--- src/rtl/lcd_scan_pkg.sv ---
package lcd_scan_pkg;

   typedef enum logic [1:0] {
      DUTY_SHORT = 2'd0,
      DUTY_TALL  = 2'd1,
      DUTY_MULTI = 2'd2
   } duty_e;

   function automatic int commons_of(duty_e d, int cell_rows, int tall_rows, int lines);
      case (d)
         DUTY_TALL:  return tall_rows;
         DUTY_MULTI: return cell_rows * lines;
         default:    return cell_rows;
      endcase
   endfunction

   function automatic int clocks_of(duty_e d, int long_cpc, int short_cpc);
      return (d == DUTY_MULTI) ? short_cpc : long_cpc;
   endfunction

endpackage

--- src/rtl/lcd_duty_select.sv ---
module lcd_duty_select
   import lcd_scan_pkg::*;
#(
   parameter int LINES = 2
) (
   input  logic  clk,
   input  logic  rst_n,
   input  logic  two_line,
   input  logic  tall_font,
   output duty_e duty_q,
   output logic  restart
);

   duty_e duty_now;

   generate
      if (LINES > 1) begin : g_multi
         always_comb begin
            if (two_line)       duty_now = DUTY_MULTI;
            else if (tall_font) duty_now = DUTY_TALL;
            else                duty_now = DUTY_SHORT;
         end
      end else begin : g_single
         always_comb duty_now = tall_font ? DUTY_TALL : DUTY_SHORT;
      end
   endgenerate

   assign restart = rst_n && (duty_now != duty_q);

   always_ff @(posedge clk) begin
      if (!rst_n) duty_q <= duty_now;
      else        duty_q <= duty_now;
   end


   restart_changes_duty_chk: assert property (@(posedge clk) disable iff (!rst_n)
      restart |=> (duty_q != $past(duty_q)));

endmodule

--- src/rtl/lcd_com_divider.sv ---
module lcd_com_divider #(
   parameter int CNT_W = 10
) (
   input  logic             clk,
   input  logic             rst_n,
   input  logic             restart,
   input  logic [CNT_W-1:0] cpc,
   output logic [CNT_W-1:0] phase,
   output logic             at_start,
   output logic             at_end,
   output logic             mid_edge
);

   assign at_start = (phase == '0);
   assign at_end   = (phase == cpc - CNT_W'(1));
   assign mid_edge = (phase == (cpc >> 1) - CNT_W'(1));

   always_ff @(posedge clk) begin
      if (!rst_n)                phase <= '0;
      else if (restart || at_end) phase <= '0;
      else                       phase <= phase + CNT_W'(1);
   end


   phase_bound_chk: assert property (@(posedge clk) disable iff (!rst_n)
      phase < cpc);

endmodule

--- src/rtl/lcd_row_sequencer.sv ---
module lcd_row_sequencer #(
   parameter int MAX_COMMONS = 16,
   parameter int ROW_W       = 4
) (
   input  logic                   clk,
   input  logic                   rst_n,
   input  logic                   restart,
   input  logic                   advance,
   input  logic [ROW_W-1:0]       last_row,
   output logic [ROW_W-1:0]       row,
   output logic [MAX_COMMONS-1:0] com_sel,
   output logic                   frame_last
);

   assign frame_last = (row == last_row);

   always_ff @(posedge clk) begin
      if (!rst_n)       row <= '0;
      else if (restart) row <= '0;
      else if (advance) row <= frame_last ? '0 : row + ROW_W'(1);
   end

   generate
      for (genvar g = 0; g < MAX_COMMONS; g++) begin : g_com
         assign com_sel[g] = (row == ROW_W'(g));
      end
   endgenerate


   com_onehot_chk: assert property (@(posedge clk) disable iff (!rst_n)
      $countones(com_sel) == 1);


   row_range_chk: assert property (@(posedge clk) disable iff (!rst_n)
      row <= last_row);

endmodule

--- src/rtl/lcd_scan_timer.sv ---
module lcd_scan_timer
   import lcd_scan_pkg::*;
#(
   parameter  int CELL_ROWS   = 8,
   parameter  int TALL_ROWS   = 11,
   parameter  int LINES       = 2,
   parameter  int CPC_LONG    = 800,
   parameter  int CPC_SHORT   = 400,
   localparam int MAX_COMMONS = CELL_ROWS * LINES,
   localparam int ROW_W       = $clog2(MAX_COMMONS)
) (
   input  logic                   clk,
   input  logic                   rst_n,
   input  logic                   two_line,
   input  logic                   tall_font,
   input  logic                   wave_b,
   output logic [MAX_COMMONS-1:0] com_sel,
   output logic [ROW_W-1:0]       row_idx,
   output logic                   row_strobe,
   output logic                   bias_fifth,
   output logic                   polarity,
   output logic                   line2,
   output logic                   cursor_row
);

   localparam int CPC_MAX = (CPC_LONG > CPC_SHORT) ? CPC_LONG : CPC_SHORT;
   localparam int CNT_W   = $clog2(CPC_MAX + 1);

   initial begin
      cpc_size_chk: assert (CPC_SHORT >= 4 && CPC_LONG >= 4)
         else $error("clocks per common must be at least 4");
      rows_order_chk: assert (TALL_ROWS > CELL_ROWS && TALL_ROWS <= MAX_COMMONS)
         else $error("tall font rows must lie between cell rows and total commons");
   end

   duty_e            duty_q;
   logic             restart;
   logic [CNT_W-1:0] cpc;
   logic [ROW_W-1:0] last_row;
   logic [CNT_W-1:0] phase;
   logic             at_start, at_end, mid_edge, frame_last;

   lcd_duty_select #(.LINES(LINES)) u_duty (
      .clk       (clk),
      .rst_n     (rst_n),
      .two_line  (two_line),
      .tall_font (tall_font),
      .duty_q    (duty_q),
      .restart   (restart)
   );

   assign cpc      = CNT_W'(clocks_of(duty_q, CPC_LONG, CPC_SHORT));
   assign last_row = ROW_W'(commons_of(duty_q, CELL_ROWS, TALL_ROWS, LINES) - 1);

   lcd_com_divider #(.CNT_W(CNT_W)) u_div (
      .clk      (clk),
      .rst_n    (rst_n),
      .restart  (restart),
      .cpc      (cpc),
      .phase    (phase),
      .at_start (at_start),
      .at_end   (at_end),
      .mid_edge (mid_edge)
   );

   lcd_row_sequencer #(.MAX_COMMONS(MAX_COMMONS), .ROW_W(ROW_W)) u_seq (
      .clk        (clk),
      .rst_n      (rst_n),
      .restart    (restart),
      .advance    (at_end),
      .last_row   (last_row),
      .row        (row_idx),
      .com_sel    (com_sel),
      .frame_last (frame_last)
   );

   always_ff @(posedge clk) begin
      if (!rst_n)                        polarity <= 1'b0;
      else if (restart)                  polarity <= polarity;
      else if (wave_b && at_end && frame_last) polarity <= ~polarity;
      else if (!wave_b && mid_edge)      polarity <= ~polarity;
   end

   assign row_strobe = at_start && !restart;
   assign bias_fifth = (duty_q == DUTY_MULTI);
   assign line2      = (duty_q == DUTY_MULTI) && (int'(row_idx) >= CELL_ROWS);
   assign cursor_row = ((int'(row_idx) % CELL_ROWS) == CELL_ROWS - 1);


   strobe_single_chk: assert property (@(posedge clk) disable iff (!rst_n)
      row_strobe |=> !row_strobe);


   bias_high_rows_chk: assert property (@(posedge clk) disable iff (!rst_n)
      (int'(row_idx) >= TALL_ROWS) |-> bias_fifth);


   row_flip_off_strobe_chk: assert property (@(posedge clk) disable iff (!rst_n)
      (!wave_b && $stable(wave_b) && !restart && !$stable(polarity)) |-> !row_strobe);


   frame_flip_at_row0_chk: assert property (@(posedge clk) disable iff (!rst_n)
      (wave_b && $stable(wave_b) && !restart && !$stable(polarity))
         |-> (row_strobe && row_idx == '0));


   line2_mode_chk: assert property (@(posedge clk) disable iff (!rst_n)
      line2 |-> (bias_fifth && int'(row_idx) >= CELL_ROWS));

endmodule

--- config.mk ---
export PLATFORM = sky130hd
export DESIGN_NAME = lcd_scan_timer
export DESIGN_NICKNAME = d
export VERILOG_FILES = /design/src/rtl/lcd_scan_pkg.sv /design/src/rtl/lcd_duty_select.sv /design/src/rtl/lcd_com_divider.sv /design/src/rtl/lcd_row_sequencer.sv /design/src/rtl/lcd_scan_timer.sv
export SDC_FILE = /design/constraint.sdc
export NUM_CORES = 1
export LEC_CHECK = 0
export ABC_AREA = 0
export ABC_CLOCK_PERIOD_IN_PS = 5000
export CAP_MARGIN = 20
export CORE_MARGIN = 5
export CORE_UTILIZATION = 45
export CTS_CLUSTER_DIAMETER = 40
export DETAILED_ROUTE_END_ITERATION = 10
export DONT_BUFFER_PORTS = 1
export SLEW_MARGIN = 10
export SYNTH_ARGS = -nofsm -noshare
export SYNTH_HDL_FRONTEND = slang
export SYNTH_SLANG_ARGS = --single-unit
--- constraint.sdc ---
create_clock -name clk -period 5 [get_ports clk]
set_input_delay 1 -clock clk [delete_from_list [all_inputs] [get_ports clk]]
set_output_delay 1 -clock clk [all_outputs]
set_load 0.1 [all_outputs]
* Word-level counts from Yosys, hierarchy flattened
Index checks and enable logic that the tools add are counted.
** Operators by class
- $lt $le $gt $ge :: 1
- Muxes and demuxes :: 7
- Bitwise gates (word level) :: 3
- Eq/ne operators :: 22
- Reduce and logical (&&, ||, !) cells :: 15
- Add/sub/neg operators :: 5
** Operators by type and width (number)
- == test 4 bit, second input constant :: 8
- == test 10 bit :: 2
- == test 4 x 3 -> 1 bit, second input constant :: 4
- adder 10 x 1 -> 10 bit, second input constant :: 1
- logical NOT 10 bit :: 1
- two-way mux 10 bit :: 1
- subtractor 10 x 1 -> 10 bit, second input constant :: 1
- subtractor 9 x 1 -> 10 bit, second input constant :: 1
- == test 4 x 2 -> 1 bit, second input constant :: 2
- case mux 4 bit (2 select lines) :: 1
- logical AND 1 bit :: 6
- adder 4 x 1 -> 4 bit, second input constant :: 1
- == test 4 x 1 -> 1 bit, second input constant :: 1
- == test 4 bit :: 1
- greater-or-equal comparator 4 bit, second input constant :: 1
- logical NOT 4 bit :: 1
- two-way mux 4 bit :: 1
- OR reduction 2 bit :: 2
- subtractor 4 x 2 -> 4 bit, second input constant :: 1
- == test 3 x 1 -> 1 bit, second input constant :: 1
- two-way mux 1 bit :: 3
- inverter 1 bit :: 3
- == test 2 x 1 -> 1 bit, second input constant :: 1
- == test 2 bit, second input constant :: 1
- 6 further kinds :: 7
** Word-level totals
- Input port bits :: 5
- Output and inout bits :: 25
- Register bits :: 17

* Longest topological paths before layout
- Word-level depth :: 8
- Gate-level depth with buffers :: 7
- Gate-level depth less buffers :: 7

* By module
Synthesis repeated with hierarchy kept, for this count alone.
** Unflattened totals
- Cells, all modules :: 216
- Area total of the unflattened synthesis :: 1744.2 µm²
** Modules (own cells, without submodules)
- lcd_com_divider :: area each 1109.8 µm², times used 1, cells each 140
- lcd_row_sequencer :: area each 424.2 µm², times used 1, cells each 51
- lcd_scan_timer :: area each 137.6 µm², times used 1, cells each 19
- lcd_duty_select :: area each 72.6 µm², times used 1, cells each 6

* Worst setup path before layout
No wires, ideal clock.
- Path kind :: input -> output
- Start point :: in tall_font
- End point :: out row_strobe
- Required time :: 4.000 ns
- Path slack :: 1.562 ns
- Data arrival time :: 2.438 ns
- Stages on the path :: 3
- Cells stage by stage :: xor2_1 o311ai_0 and4_1
** Between the ends
- Longest elaborated chain between the ends :: 6
** RTL lines
- from (decl) :: RTL line lcd_scan_timer.sv:15 : input logic tall_font,
- two-way mux 1 bit :: RTL line lcd_duty_select.sv:20 : else if (tall_font) duty_now = DUTY_TALL;
- two-way mux 2 bit :: RTL line lcd_duty_select.sv:19 : if (two_line) duty_now = DUTY_MULTI;
- != test 2 bit :: RTL line lcd_duty_select.sv:28 : assign restart = rst_n && (duty_now != duty_q);
- logical AND 1 bit :: RTL line lcd_duty_select.sv:28
- logical NOT 1 bit :: RTL line lcd_scan_timer.sv:84 : assign row_strobe = at_start && !restart;
- logical AND 1 bit :: RTL line lcd_scan_timer.sv:84
- to (decl) :: RTL line lcd_scan_timer.sv:19 : output logic row_strobe,
No other way between the ends.

* Final worst setup path
Ends and elaborated chain as after synthesis.

==> summary.md <==
| Metric | Value |
|---|---|
| Initial antenna violation count | `0` |
| Seq/Total Area, Yosys | `31.59%` |
| DR iter-0 viols | `46` |
| FF-to-FF setup slack | `~2.8 ns` |
| TritonCTS Sinks | `17` |
| Vias | `between 800 and 900` |
| Leakage power | `approximately 0.45 nW` |
| # rows | `17` |
| Library cells used by synthesis | `34` |
| Synthesis-stage register bit count | `17` |
| Crit path max fanout | `3` |
| Min Hold Slack | `~0.48 ns` |
| Async S/R FF share, synth | `0%` |
| Final ANT Viol Nets | `0` |
| Reg power frac | `58.3%` |
| Die height | `between 50 and 60 um` |
| Cells after Synth | `approximately 130` |
| Largest net degree at the start of global routing | `14` |
| Final hold vios | `0` |
| Half-perimeter wire length after placement | `~1800 um` |
| Max-Slew Margin vs Limit | `between 30% and 40%` |
| Post-synth top flop | `dfxtp_1` |
| Fmax | `roughly 0.27 GHz` |
| R2R cell count | `8` |
| Final worst-path cycle share | `between 70% and 80%` |
| Global-route usage over all layers | `13.69%` |
| Slew Viols, Final | `0` |
| Max-cap violations | `0` |
| Drt drc | `0` |
| First-pass GRT wire length | `about 3700 um` |
| Fin worst setup slack | `around 1.3 ns` |
| Layout cell share with drive strength beyond 1 | `roughly an eighth` |
| Synth area leaders | `dfxtp_1 (32%), ha_1 (10%), and2_1 (7.5%)` |
| Vias in the first global route | `approximately 800` |
| Crit path DAT | `around 2.7 ns` |
| Cell with the most instances after synthesis | `nor2_1` |
| Max VDD drop | `around 0.17 mV` |
| Diode count | `0` |
| Area grow syn2layout | `8.478%` |
| Worst Setup Path Type | `in -> out` |
| CTS buffer count | `3` |
| FF-to-FF Start | `u_duty.duty_q[0]` |
| Power Density | `between 200 and 250 nW/um^2` |
| Dpl cells | `approximately 160` |
| Yosys warns | `0` |
| Crit path required time | `~4 ns` |
| Die span in x | `58.93 um` |
| Post-CTS setup buffers | `0` |
| IO Pins | `30` |
| Worst-Margin Slew | `roughly 0.97 ns` |
| Setup crit start kind | `input pin` |
| Nets@finish | `147` |
| Worst flop-to-flop path endpoint | `polarity` |
| Core Box Area | `roughly 2300 um^2` |
| Grt ovf | `0` |
| EDFF count, synth | `0` |
| Crit path capture | `row_strobe` |
| Final total power | `between 0.2 and 0.25 mW` |
| Clock buffer depth | `2` |
| Setup-failing EPs final | `0` |
| Avg Cell Area, Syn | `around 8.6 um^2` |
| Vias per Instance | `about 5.4` |
| Final Critical Period | `between 3 and 4 ns` |
| TritonCTS clock tree | `built` |
| Starting Density | `a little under half` |
| Yosys top cell area share | `31.59%` |
| Comb power frac | `10.3%` |
| CTS clk-pin slew, worst paths | `around 0.11 ns` |
| Final GP Congestion | `a little under 0.8` |
| DR pass1 iterations | `4` |
| Top cells by count, synth | `nor2_1 (19), dfxtp_1 (17), and2_1 (13)` |
| Switch Pwr | `approximately 0.065 mW` |
| CP Launch Point | `tall_font` |
| Finished Layout Cells | `160` |
| Post-cts resize count | `0` |
| Power Internal | `roughly 0.17 mW` |
| Worst min path class | `reg -> reg` |
| Avg WL per Cell | `13.81 um` |
| Place WS | `approximately 1.3 ns` |
| Final TNS setup | `0 ns` |
| PortBufs | `0` |
| Clk network pwr share | `between 30% and 40%` |
| Yosys top cell by area | `dfxtp_1` |
| Clk root buf | `clkbuf_4` |
| Synthesized area | `1077 um^2` |
| Crit end category | `output pin` |
| Net Sw Frac | `27.24%` |
| Fin Clk Skew | `0.01405 ns` |
| Die area | `3473 um^2` |
| H-tree depth | `1` |
| RSZ-0062 raised after global routing | `false` |
| Outcome | `completed` |
| DRT Wirelength | `2209 um` |
| Worst-Skew Late Latency | `about 0.29 ns` |
| Cts hold-fix bufs | `0` |
| Mapped Nets | `about 140` |
-- layout by cell type, fill, tap and decap left out, types with 2 or more instances in the layout --
cell and count:
a21oi_1 3, a22oi_1 2, and2_1 13, and3_1 6, and4bb_2 2, buf_4 5
clkbuf_4 3, dfxtp_1 17, ha_1 9, inv_1 9, nand2_1 4, nand3_1 5
nand3b_1 2, nor2_1 19, nor2b_1 3, nor3_1 3, xnor2_1 7, xor2_1 3
-- layer usage --
| layer | up-vias | part of all wire (%) | track usage (%) |
|---|---|---|---|
| met5 | - | 0 | 0 |
| met3 | 2 | 7.8 | 4.605 |
| met1 | 398 | 49 | 18.05 |
| met2 | 24 | 43 | 21.61 |
| met4 | 0 | 0.81 | 2.913 |
| li1 | 441 | - | - |
-- flip-flops by register name, summed over array words and instances, names as in the netlist --
name / count
u_seq.row: 4
polarity: 1
u_div.phase: 10
u_duty.duty_q: 2
-- stage by stage --
stage / utilization (%) / cell area, um^2
2_1_floorplan: - / 1077
3_3_place_gp: 50.50 / 1139
3_5_place_dp: 50.50 / 1139
4_1_cts: 51.83 / 1169
5_1_grt: 51.83 / 1169
6_report: 51.83 / 1169
-- cells by family (layout without fill, tap and decap cells) --
| logic type | after synthesis | after routing | share of synthesized area, % |
|---|---|---|---|
| simple gates | 67 | 67 | 36.47 |
| flops | 17 | 17 | 31.59 |
| compound gates | 11 | 11 | 9.175 |
| buf+inv | 11 | 18 | 4.181 |
| xor+xnor | 10 | 10 | 8.131 |
| fa+ha+maj | 9 | 9 | 10.45 |
-- power by group through the flow --
stage | Combinational, mW | Sequential, mW | Clock [mW]
5_1_grt | 0.0262 | 0.139 | 0.0830
4_1_cts | 0.0248 | 0.139 | 0.0790
3_3_place_gp | 0.0241 | 0.141 | 0
2_1_floorplan | 0.0209 | 0.141 | 0
6_report | 0.0245 | 0.138 | 0.0746
3_5_place_dp | 0.0246 | 0.142 | 0
-- area by class of cell --
cell class	count	area, um^2
fillers	237	1086
multi-input cells	97	691.9
flip-flops and latches	17	340.3
repair buffers	5	37.54
well taps	28	35.03
inverters	9	33.78
clock buffers	3	22.52
clock inverters	1	7.507
-- critical path, stage by stage --
cell,delay [ns]
xor2_1,0.16
o311ai_0,0.60
and4_1,0.96
-- how the worst min path moves through the flow --
stage,startpoint,endpoint,cells past startpoint
2_1_floorplan,u_div.phase[0],u_div.phase[0],1
3_3_place_gp,u_div.phase[0],u_div.phase[0],1
3_5_place_dp,u_div.phase[0],u_div.phase[0],1
4_1_cts,u_div.phase[0],u_div.phase[0],1
5_1_grt,u_div.phase[0],u_div.phase[0],1
6_report,u_div.phase[0],u_div.phase[0],1
No activity file was read; power rests on OpenSTA's default activity.
